File: src/rtl/gca_pkg.sv
package gca_pkg;

  localparam int unsigned STAGES = 10;
  localparam int unsigned CODES  = 32;

  typedef logic [STAGES-1:0] lfsr_state_t;

  // feedback masks: bit i-1 set for stage i of the polynomial
  localparam lfsr_state_t G1_FB = 10'h204;  // stages 3,10
  localparam lfsr_state_t G2_FB = 10'h3A6;  // stages 2,3,6,8,9,10

  typedef struct packed {
    logic [3:0] a;
    logic [3:0] b;
  } tap_pair_t;

  function automatic tap_pair_t tap_lookup(input logic [4:0] code);
    tap_pair_t p;
    case (code)
      5'd0:  p = '{4'd2, 4'd6};
      5'd1:  p = '{4'd3, 4'd7};
      5'd2:  p = '{4'd4, 4'd8};
      5'd3:  p = '{4'd5, 4'd9};
      5'd4:  p = '{4'd1, 4'd9};
      5'd5:  p = '{4'd2, 4'd10};
      5'd6:  p = '{4'd1, 4'd8};
      5'd7:  p = '{4'd2, 4'd9};
      5'd8:  p = '{4'd3, 4'd10};
      5'd9:  p = '{4'd2, 4'd3};
      5'd10: p = '{4'd3, 4'd4};
      5'd11: p = '{4'd5, 4'd6};
      5'd12: p = '{4'd6, 4'd7};
      5'd13: p = '{4'd7, 4'd8};
      5'd14: p = '{4'd8, 4'd9};
      5'd15: p = '{4'd9, 4'd10};
      5'd16: p = '{4'd1, 4'd4};
      5'd17: p = '{4'd2, 4'd5};
      5'd18: p = '{4'd3, 4'd6};
      5'd19: p = '{4'd4, 4'd7};
      5'd20: p = '{4'd5, 4'd8};
      5'd21: p = '{4'd6, 4'd9};
      5'd22: p = '{4'd1, 4'd3};
      5'd23: p = '{4'd4, 4'd6};
      5'd24: p = '{4'd5, 4'd7};
      5'd25: p = '{4'd6, 4'd8};
      5'd26: p = '{4'd7, 4'd9};
      5'd27: p = '{4'd8, 4'd10};
      5'd28: p = '{4'd1, 4'd6};
      5'd29: p = '{4'd2, 4'd7};
      5'd30: p = '{4'd3, 4'd8};
      default: p = '{4'd4, 4'd9};
    endcase
    return p;
  endfunction

  function automatic lfsr_state_t tap_mask(input logic [4:0] code);
    tap_pair_t p;
    p = tap_lookup(code);
    return (lfsr_state_t'(1) << (p.a - 4'd1)) | (lfsr_state_t'(1) << (p.b - 4'd1));
  endfunction

endpackage

File: src/rtl/gca_lfsr.sv
module gca_lfsr #(
  parameter int unsigned       LEN     = 10,
  parameter logic [LEN-1:0]    FB_MASK = '1
) (
  input  logic           clk,
  input  logic           rst,
  input  logic           load_ones,
  input  logic           step,
  output logic [LEN-1:0] state_o
);

  logic [LEN-1:0] st_q;
  logic           fb;

  // bit i-1 holds stage i; new bits enter stage 1
  assign fb = ^(st_q & FB_MASK);

  always_ff @(posedge clk) begin
    if (rst || load_ones) begin
      st_q <= '1;
    end else if (step) begin
      st_q <= {st_q[LEN-2:0], fb};
    end
  end

  assign state_o = st_q;


  nonzero_chk: assert property (@(posedge clk) disable iff (rst)
    st_q != '0);

endmodule

File: src/rtl/gca_phase_sel.sv
module gca_phase_sel #(
  parameter int unsigned SEL_W = 5
) (
  input  logic                       clk,
  input  logic                       rst,
  input  logic                       capture,
  input  logic [SEL_W-1:0]           code_sel_i,
  input  gca_pkg::lfsr_state_t       g2_i,
  output logic                       shifted_o
);
  import gca_pkg::*;

  logic [SEL_W-1:0] sel_q;
  lfsr_state_t      mask;

  always_ff @(posedge clk) begin
    if (rst || capture) begin
      sel_q <= code_sel_i;
    end
  end

  assign mask      = tap_mask(5'(sel_q));
  assign shifted_o = ^(g2_i & mask);


  two_taps_chk: assert property (@(posedge clk) disable iff (rst)
    $countones(mask) == 2);

endmodule

File: src/rtl/gca_chip_ctr.sv
module gca_chip_ctr #(
  parameter int unsigned PERIOD = 1023,
  parameter int unsigned IDX_W  = 10
) (
  input  logic             clk,
  input  logic             rst,
  input  logic             restart,
  input  logic             advance,
  output logic [IDX_W-1:0] idx_o,
  output logic             epoch_o
);

  localparam logic [IDX_W-1:0] LAST = IDX_W'(PERIOD - 1);

  logic [IDX_W-1:0] idx_q;

  always_ff @(posedge clk) begin
    if (rst || restart) begin
      idx_q <= '0;
    end else if (advance) begin
      idx_q <= (idx_q == LAST) ? '0 : idx_q + 1'b1;
    end
  end

  assign idx_o   = idx_q;
  assign epoch_o = advance && (idx_q == '0);


  wrap_chk: assert property (@(posedge clk) disable iff (rst)
    (advance && !restart && idx_q == LAST) |=> idx_q == '0);


  range_chk: assert property (@(posedge clk) disable iff (rst)
    idx_q <= LAST);

endmodule

File: src/rtl/gps_ca_gen.sv
module gps_ca_gen #(
  parameter int unsigned SEL_W = 5,
  parameter int unsigned IDX_W = 10
) (
  input  logic             clk,
  input  logic             rst,
  input  logic             chip_en,
  input  logic             preset,
  input  logic [SEL_W-1:0] code_sel,
  output logic             chip_o,
  output logic             epoch_o,
  output logic [IDX_W-1:0] chip_idx_o
);
  import gca_pkg::*;

  localparam int unsigned PERIOD = (1 << STAGES) - 1;

  lfsr_state_t g1_st;
  lfsr_state_t g2_st;
  logic        g2_shift;

  gca_lfsr #(.LEN(STAGES), .FB_MASK(G1_FB)) u_g1 (
    .clk(clk), .rst(rst), .load_ones(preset), .step(chip_en), .state_o(g1_st)
  );

  gca_lfsr #(.LEN(STAGES), .FB_MASK(G2_FB)) u_g2 (
    .clk(clk), .rst(rst), .load_ones(preset), .step(chip_en), .state_o(g2_st)
  );

  gca_phase_sel #(.SEL_W(SEL_W)) u_sel (
    .clk(clk), .rst(rst), .capture(preset), .code_sel_i(code_sel),
    .g2_i(g2_st), .shifted_o(g2_shift)
  );

  gca_chip_ctr #(.PERIOD(PERIOD), .IDX_W(IDX_W)) u_ctr (
    .clk(clk), .rst(rst), .restart(preset), .advance(chip_en),
    .idx_o(chip_idx_o), .epoch_o(epoch_o)
  );

  assign chip_o = g1_st[STAGES-1] ^ g2_shift;


  hold_chk: assert property (@(posedge clk) disable iff (rst)
    (!chip_en && !preset) |=> ($stable(chip_idx_o) && $stable(chip_o) && $stable(g2_st)));


  epoch_align_chk: assert property (@(posedge clk) disable iff (rst)
    epoch_o |-> ((&g1_st) && (&g2_st)));


  period_align_chk: assert property (@(posedge clk) disable iff (rst)
    (chip_idx_o == '0) |-> ((&g1_st) && (&g2_st)));


  preset_wins_chk: assert property (@(posedge clk) disable iff (rst)
    preset |=> (chip_idx_o == '0 && (&g1_st) && (&g2_st)));

endmodule

File: config.mk
export PLATFORM = sky130hd
export DESIGN_NAME = gps_ca_gen
export DESIGN_NICKNAME = d
export VERILOG_FILES = /design/src/rtl/gca_pkg.sv /design/src/rtl/gca_lfsr.sv /design/src/rtl/gca_phase_sel.sv /design/src/rtl/gca_chip_ctr.sv /design/src/rtl/gps_ca_gen.sv
export SDC_FILE = /design/constraint.sdc
export NUM_CORES = 1
export LEC_CHECK = 0
export ABC_CLOCK_PERIOD_IN_PS = 2500
export BUFFER_PORTS_ARGS = -buffer_cell sky130_fd_sc_hd__buf_2
export CORE_MARGIN = 8
export CORE_UTILIZATION = 60
export CTS_CLUSTER_DIAMETER = 80
export DETAILED_ROUTE_END_ITERATION = 7
export PLACE_DENSITY = 0.8
export REMOVE_ABC_BUFFERS = 1
export SKIP_CTS_REPAIR_TIMING = 1
export SYNTH_ARGS = -nofsm -noshare
export SYNTH_HDL_FRONTEND = slang
export SYNTH_SLANG_ARGS = --single-unit
File: constraint.sdc
create_clock -name clk -period 2.5 [get_ports clk]
set_clock_uncertainty 0.05 [all_clocks]
set_input_delay 0.25 -clock clk [delete_from_list [all_inputs] [get_ports clk]]
set_output_delay 0.25 -clock clk [all_outputs]
set_load 0.03 [all_outputs]
-- Word-level counts from Yosys, hierarchy flattened
Memory sizes are Yosys's and may differ from the RTL's. A register that Yosys moved wholly into a read port is not among the register bits.
Index checks and enable logic that the tools add are counted.
- memory bits (read-only): 256
- word-level logic and storage cells: 22
- flip-flop bits (word level): 35
- output and inout port bits: 12
- input bits: 9
- memories: 1
- reductions and logical operators: 6
- equality and inequality tests: 1
- bitwise gates (word level): 3
- $add $sub $neg: 3
- muxes and demuxes: 2
- shift-type cells: 2
- memory list (memory ; depth ; width ; rd ports ; clocked after Yosys merged registers in ; wr ports ; line ; RTL):
    (name not given) ; 32 ; 8 ; 1 ; 1 ; 0 ; gca_pkg.sv:19 ; case (code)
- operator list (cell ; number):
    10-bit parity ; 3
    1-bit by 4-bit left shift with 10-bit output (first input constant) ; 2
    10-bit by 1-bit adder with 10-bit output (second input constant) ; 1
    10-bit bitwise AND ; 1
    10-bit == test (second input constant) ; 1
    10-bit zero test ; 1
    10-bit two-way mux ; 1
    10-bit bitwise OR ; 1
    4-bit by 1-bit subtractor with 4-bit output (second input constant) ; 2
    5-bit two-way mux ; 1
    1-bit logical AND ; 1
    1-bit logical OR ; 1
    1-bit XOR ; 1

-- Logic depth before layout (Yosys ltp)
- word-level depth: 6
- mapped depth: 8
- depth with buffers taken out: 8

-- Hierarchy
Synthesis repeated with hierarchy kept, for this count alone.
- cell total of the unflattened synthesis: 285
- area total of the unflattened synthesis: 2778.9 sq um
- by module, submodules not included (module ; cells each ; area an instance (sq um) ; seq. area each (sq um) ; instances):
    gca_phase_sel ; 159 ; 1472.7 ; 310.3 ; 1
    gca_chip_ctr ; 56 ; 524.3 ; 200.2 ; 1
    gca_lfsr (u_g2) ; 36 ; 405.4 ; 200.2 ; 1
    gca_lfsr (u_g1) ; 33 ; 367.9 ; 200.2 ; 1
    gps_ca_gen ; 1 ; 8.8 ; 0.0 ; 1

-- Worst setup path after synthesis
No wires, ideal clock.
- kind: input port to flip-flop
- start point: input port preset
- end point: register with a tool-made name
- path buffers: 0
- required time: 2.328 ns
- stages: 8
- library setup time: 0.122 ns
- data arrival time: 1.816 ns
- setup slack: 0.512 ns
- cells stage by stage: nor2_4 inv_4 mux2i_4 inv_1 ha_1 mux2_1 o211ai_1 o21ai_1
- RTL lines (item ; line ; RTL):
    start, declared ; gps_ca_gen.sv:8 ; input logic preset,

==> run summary <==
• ANT nets after route: 0
• path depth of the worst reg2reg path: 7
• highest fanout seen on the critical path: 10
• count of final setup violators: 0
• Num CTS Buffers: 5
• GRT overflow: 0
• Power Internal: 0.00128 W
• maxcap violations: 0
• Distinct cells, synth: 51
• post-route cell area: 2910 µm²
• Total GRT Usage: 15.4%
• maximum VDD drop: 0.355 mV
• Starting DRT DRC Count: 148
• Die Wd: 83.3 µm
• Worst Setup Slack post-DPL: 0.358 ns
• drt drc: 0
• portion of the post-synthesis area used by sequential elements: 33.5%
• Ys Warns: 0
• power density relative to cell area: 638 nW/µm²
• sequential fraction of design power: 43.3%
• root buffer cell: sky130_fd_sc_hd__clkbuf_8
• worst-margin pin slew: 0.426 ns
• startpoint type of the worst setup path: flip-flop
• Die Y: 83.3 µm
• fraction of power spent switching nets: 31.4%
• Min Hold Slack: 0.137 ns
• Worst Min Path Start: code_sel[4]
• layout net count: 320
• placeable core region: 4350 µm²
• netlist area before placement: 2720 µm²
• number of top-level pins: 21
• fill count: 369
• via/cell ratio: 6.05
• arrival time at the worst endpoint: 2.11 ns
• Tcrit/Tclk final: 96.2%
• highest clock rate: 416 MHz
• initial cell density of the core: 62.4%
• switching component of the power: 0.000582 W
• routed wirelength normalized by instance count: 15.5 µm
• register-to-register setup slack: 0.60 ns
• type of element capturing the critical path: primary output
• Area Overhead vs Synth: 7.28%
• ant diodes: 0
• register bit total from synthesis: 43
• number of antenna violations at the first check in global routing: 0
• Die Area: 6940 µm²
• leakage power: 1.17 nW
• minimum clock period: 2.41 ns
• Synth top area share: 28.0%
• Worst EP required: 2.20 ns
• CTS tree: done
• count of mapped cells out of synthesis: 288
• Post-synth EDFFs: 5
• placed instance area: 2790 µm²
• predominant post-synthesis flop cell: sky130_fd_sc_hd__dfxtp_1
• RePlAce Congestion: 0.977
• FFs w/ async S/R, synth: 0%
• Relative slew margins: 71.0%
• Critical R2R Launch: u_sel.sel_q[1]
• length of the first detailed-routing pass in iterations: 4
• overall routed net length: 5.49 mm
• first-pass GRT wire length: 9.29 mm
• Crit Path Class: flip-flop to primary output
• CTS sink count: 43
• share of total power in the clock network: 29.3%
• fraction of final layout cells sized beyond drive strength 1: 19.2%
• insertion delay to the later sink of the worst-skew pair: 0.30 ns
• cell type with the largest total area after synthesis: sky130_fd_sc_hd__dfxtp_1
• FP Rows: 24
• clock tree buffer depth: 2
• clock transition at the registers of the reported paths: 0.08 ns
• Synth Area per Inst: 9.43 µm²
• Hold Path End: u_sel.sel_q[4]
• type of the most critical hold path: input port to flip-flop
• vias after detailed routing: 2140
• via count of the first global-routing pass: 2019
• combinational power share: 27.3%
• Hold Path Cell Cnt: 1
• number of slew-limit violations in the final report: 0
• PnR worst setup slack: 0.0946 ns
• final total negative setup slack: 0 ns
• H-Tree Level Count: 2
• port bufs: 20
• number of failing hold endpoints at the final stage: 0
• top area cells in the synthesized netlist: sky130_fd_sc_hd__dfxtp_1 (28%), sky130_fd_sc_hd__mux2i_1 (8.5%), sky130_fd_sc_hd__edfxtp_1 (5.5%)
• largest net degree at the start of global routing: 24
• hpwl dp: 3.91 mm
• result of the run: finished clean
==> layer usage <==
layer	GRT usage, %	wire [µm]	vias to the layer above
li1	-	-	1074
met1	19.1	2570	1008
met2	25.2	2590	48
met3	3.71	244	10
met4	5.27	86	0
met5	0	0	-
==> synth_stat cells, types with 3 or more instances <==
cell type and count:
sky130_fd_sc_hd__ha_1 10, sky130_fd_sc_hd__nor4bb_1 4, sky130_fd_sc_hd__edfxtp_1 5, sky130_fd_sc_hd__o21ai_1 9, sky130_fd_sc_hd__dfxtp_1 38, sky130_fd_sc_hd__nor4_1 4
sky130_fd_sc_hd__a211oi_1 3, sky130_fd_sc_hd__nand3_1 6, sky130_fd_sc_hd__xnor2_1 15, sky130_fd_sc_hd__o221ai_1 4, sky130_fd_sc_hd__nand2_1 29, sky130_fd_sc_hd__nor2_1 20
sky130_fd_sc_hd__buf_2 8, sky130_fd_sc_hd__and4bb_2 3, sky130_fd_sc_hd__inv_1 8, sky130_fd_sc_hd__o21ai_2 4, sky130_fd_sc_hd__xor2_1 8, sky130_fd_sc_hd__clkbuf_1 5
sky130_fd_sc_hd__o21ai_0 4, sky130_fd_sc_hd__and4b_1 3, sky130_fd_sc_hd__a31oi_1 11, sky130_fd_sc_hd__buf_6 7, sky130_fd_sc_hd__nor4b_1 15, sky130_fd_sc_hd__and4bb_1 3
sky130_fd_sc_hd__mux2i_1 23, sky130_fd_sc_hd__a21oi_1 9
==> worst max-delay path by stage <==
stage	from	endpoint	slack, ns
4_1_cts	flip-flop	chip_o	0.04
3_3_place_gp	flip-flop	chip_o	0.37
2_1_floorplan	preset	flip-flop	0.20
5_1_grt	flip-flop	chip_o	-0.01
3_5_place_dp	preset	flip-flop	0.36
6_report	flip-flop	chip_o	0.09
==> critical path, stage by stage (launching register included) <==
cell,delay [ns]
sky130_fd_sc_hd__dfxtp_1,0.38
sky130_fd_sc_hd__nor4b_1,0.42
sky130_fd_sc_hd__o21ai_1,0.12
sky130_fd_sc_hd__xnor2_1,0.21
sky130_fd_sc_hd__xnor2_1,0.17
sky130_fd_sc_hd__xnor3_1,0.33
sky130_fd_sc_hd__buf_2,0.18
==> power groups by stage <==
stage | clock network, W | logic [W] | registers [W]
detailed placement | 0 | 0.000504 | 0.000813
CTS | 0.000552 | 0.000507 | 0.000798
global placement | 0 | 0.000495 | 0.000813
finish | 0.000545 | 0.000508 | 0.000805
global route | 0.000576 | 0.000552 | 0.000812
floorplan | 0 | 0.000385 | 0.000798
==> through the flow <==
stage	instances	power [W]	utilization [%]
after global placement	346	0.00131	64.1
after detailed placement	346	0.00132	64.1
after global routing	354	0.00194	66.9
after floorplan	266	0.00118	-
final	354	0.00186	66.9
after CTS	354	0.00186	66.6
==> placed cells by master (no fill, tap or decap), types with 9 or more instances in the layout <==
master                    instances
sky130_fd_sc_hd__a21oi_1          9
sky130_fd_sc_hd__a31oi_1         11
sky130_fd_sc_hd__buf_2           20
sky130_fd_sc_hd__dfxtp_1         33
sky130_fd_sc_hd__ha_1            10
sky130_fd_sc_hd__mux2i_1         23
sky130_fd_sc_hd__nand2_1         29
sky130_fd_sc_hd__nor2_1          20
sky130_fd_sc_hd__nor4b_1         15
sky130_fd_sc_hd__o21ai_1          9
sky130_fd_sc_hd__xnor2_1         15
==> final cells by class <==
type / count / area [µm²] / share of cell area [%]
clock buffer: 5 / 68.8 / 2.36
multi-input combinational: 213 / 1620 / 55.6
sequential: 43 / 917 / 31.5
inverter: 10 / 40.0 / 1.37
tap: 52 / 65.1 / 2.23
clock inverter: 3 / 43.8 / 1.50
timing repair buffer: 28 / 160 / 5.50
==> kinds of logic (layout without fill, tap and decap cells) <==
kind of cell               after synthesis  count (layout)  synth area share (%)
and+or+nand+nor                         96              96                  21.7
AOI/OAI and AO/OA                       56              56                  14.1
DFF                                     43              43                  33.5
buffers and inverters                   32              46                  7.09
muxes                                   27              27                  10.6
xor gates and xnor gates                24              24                  8.25
adders and majority gates               10              10                  4.61
No activity file was read; power rests on OpenSTA's default activity.
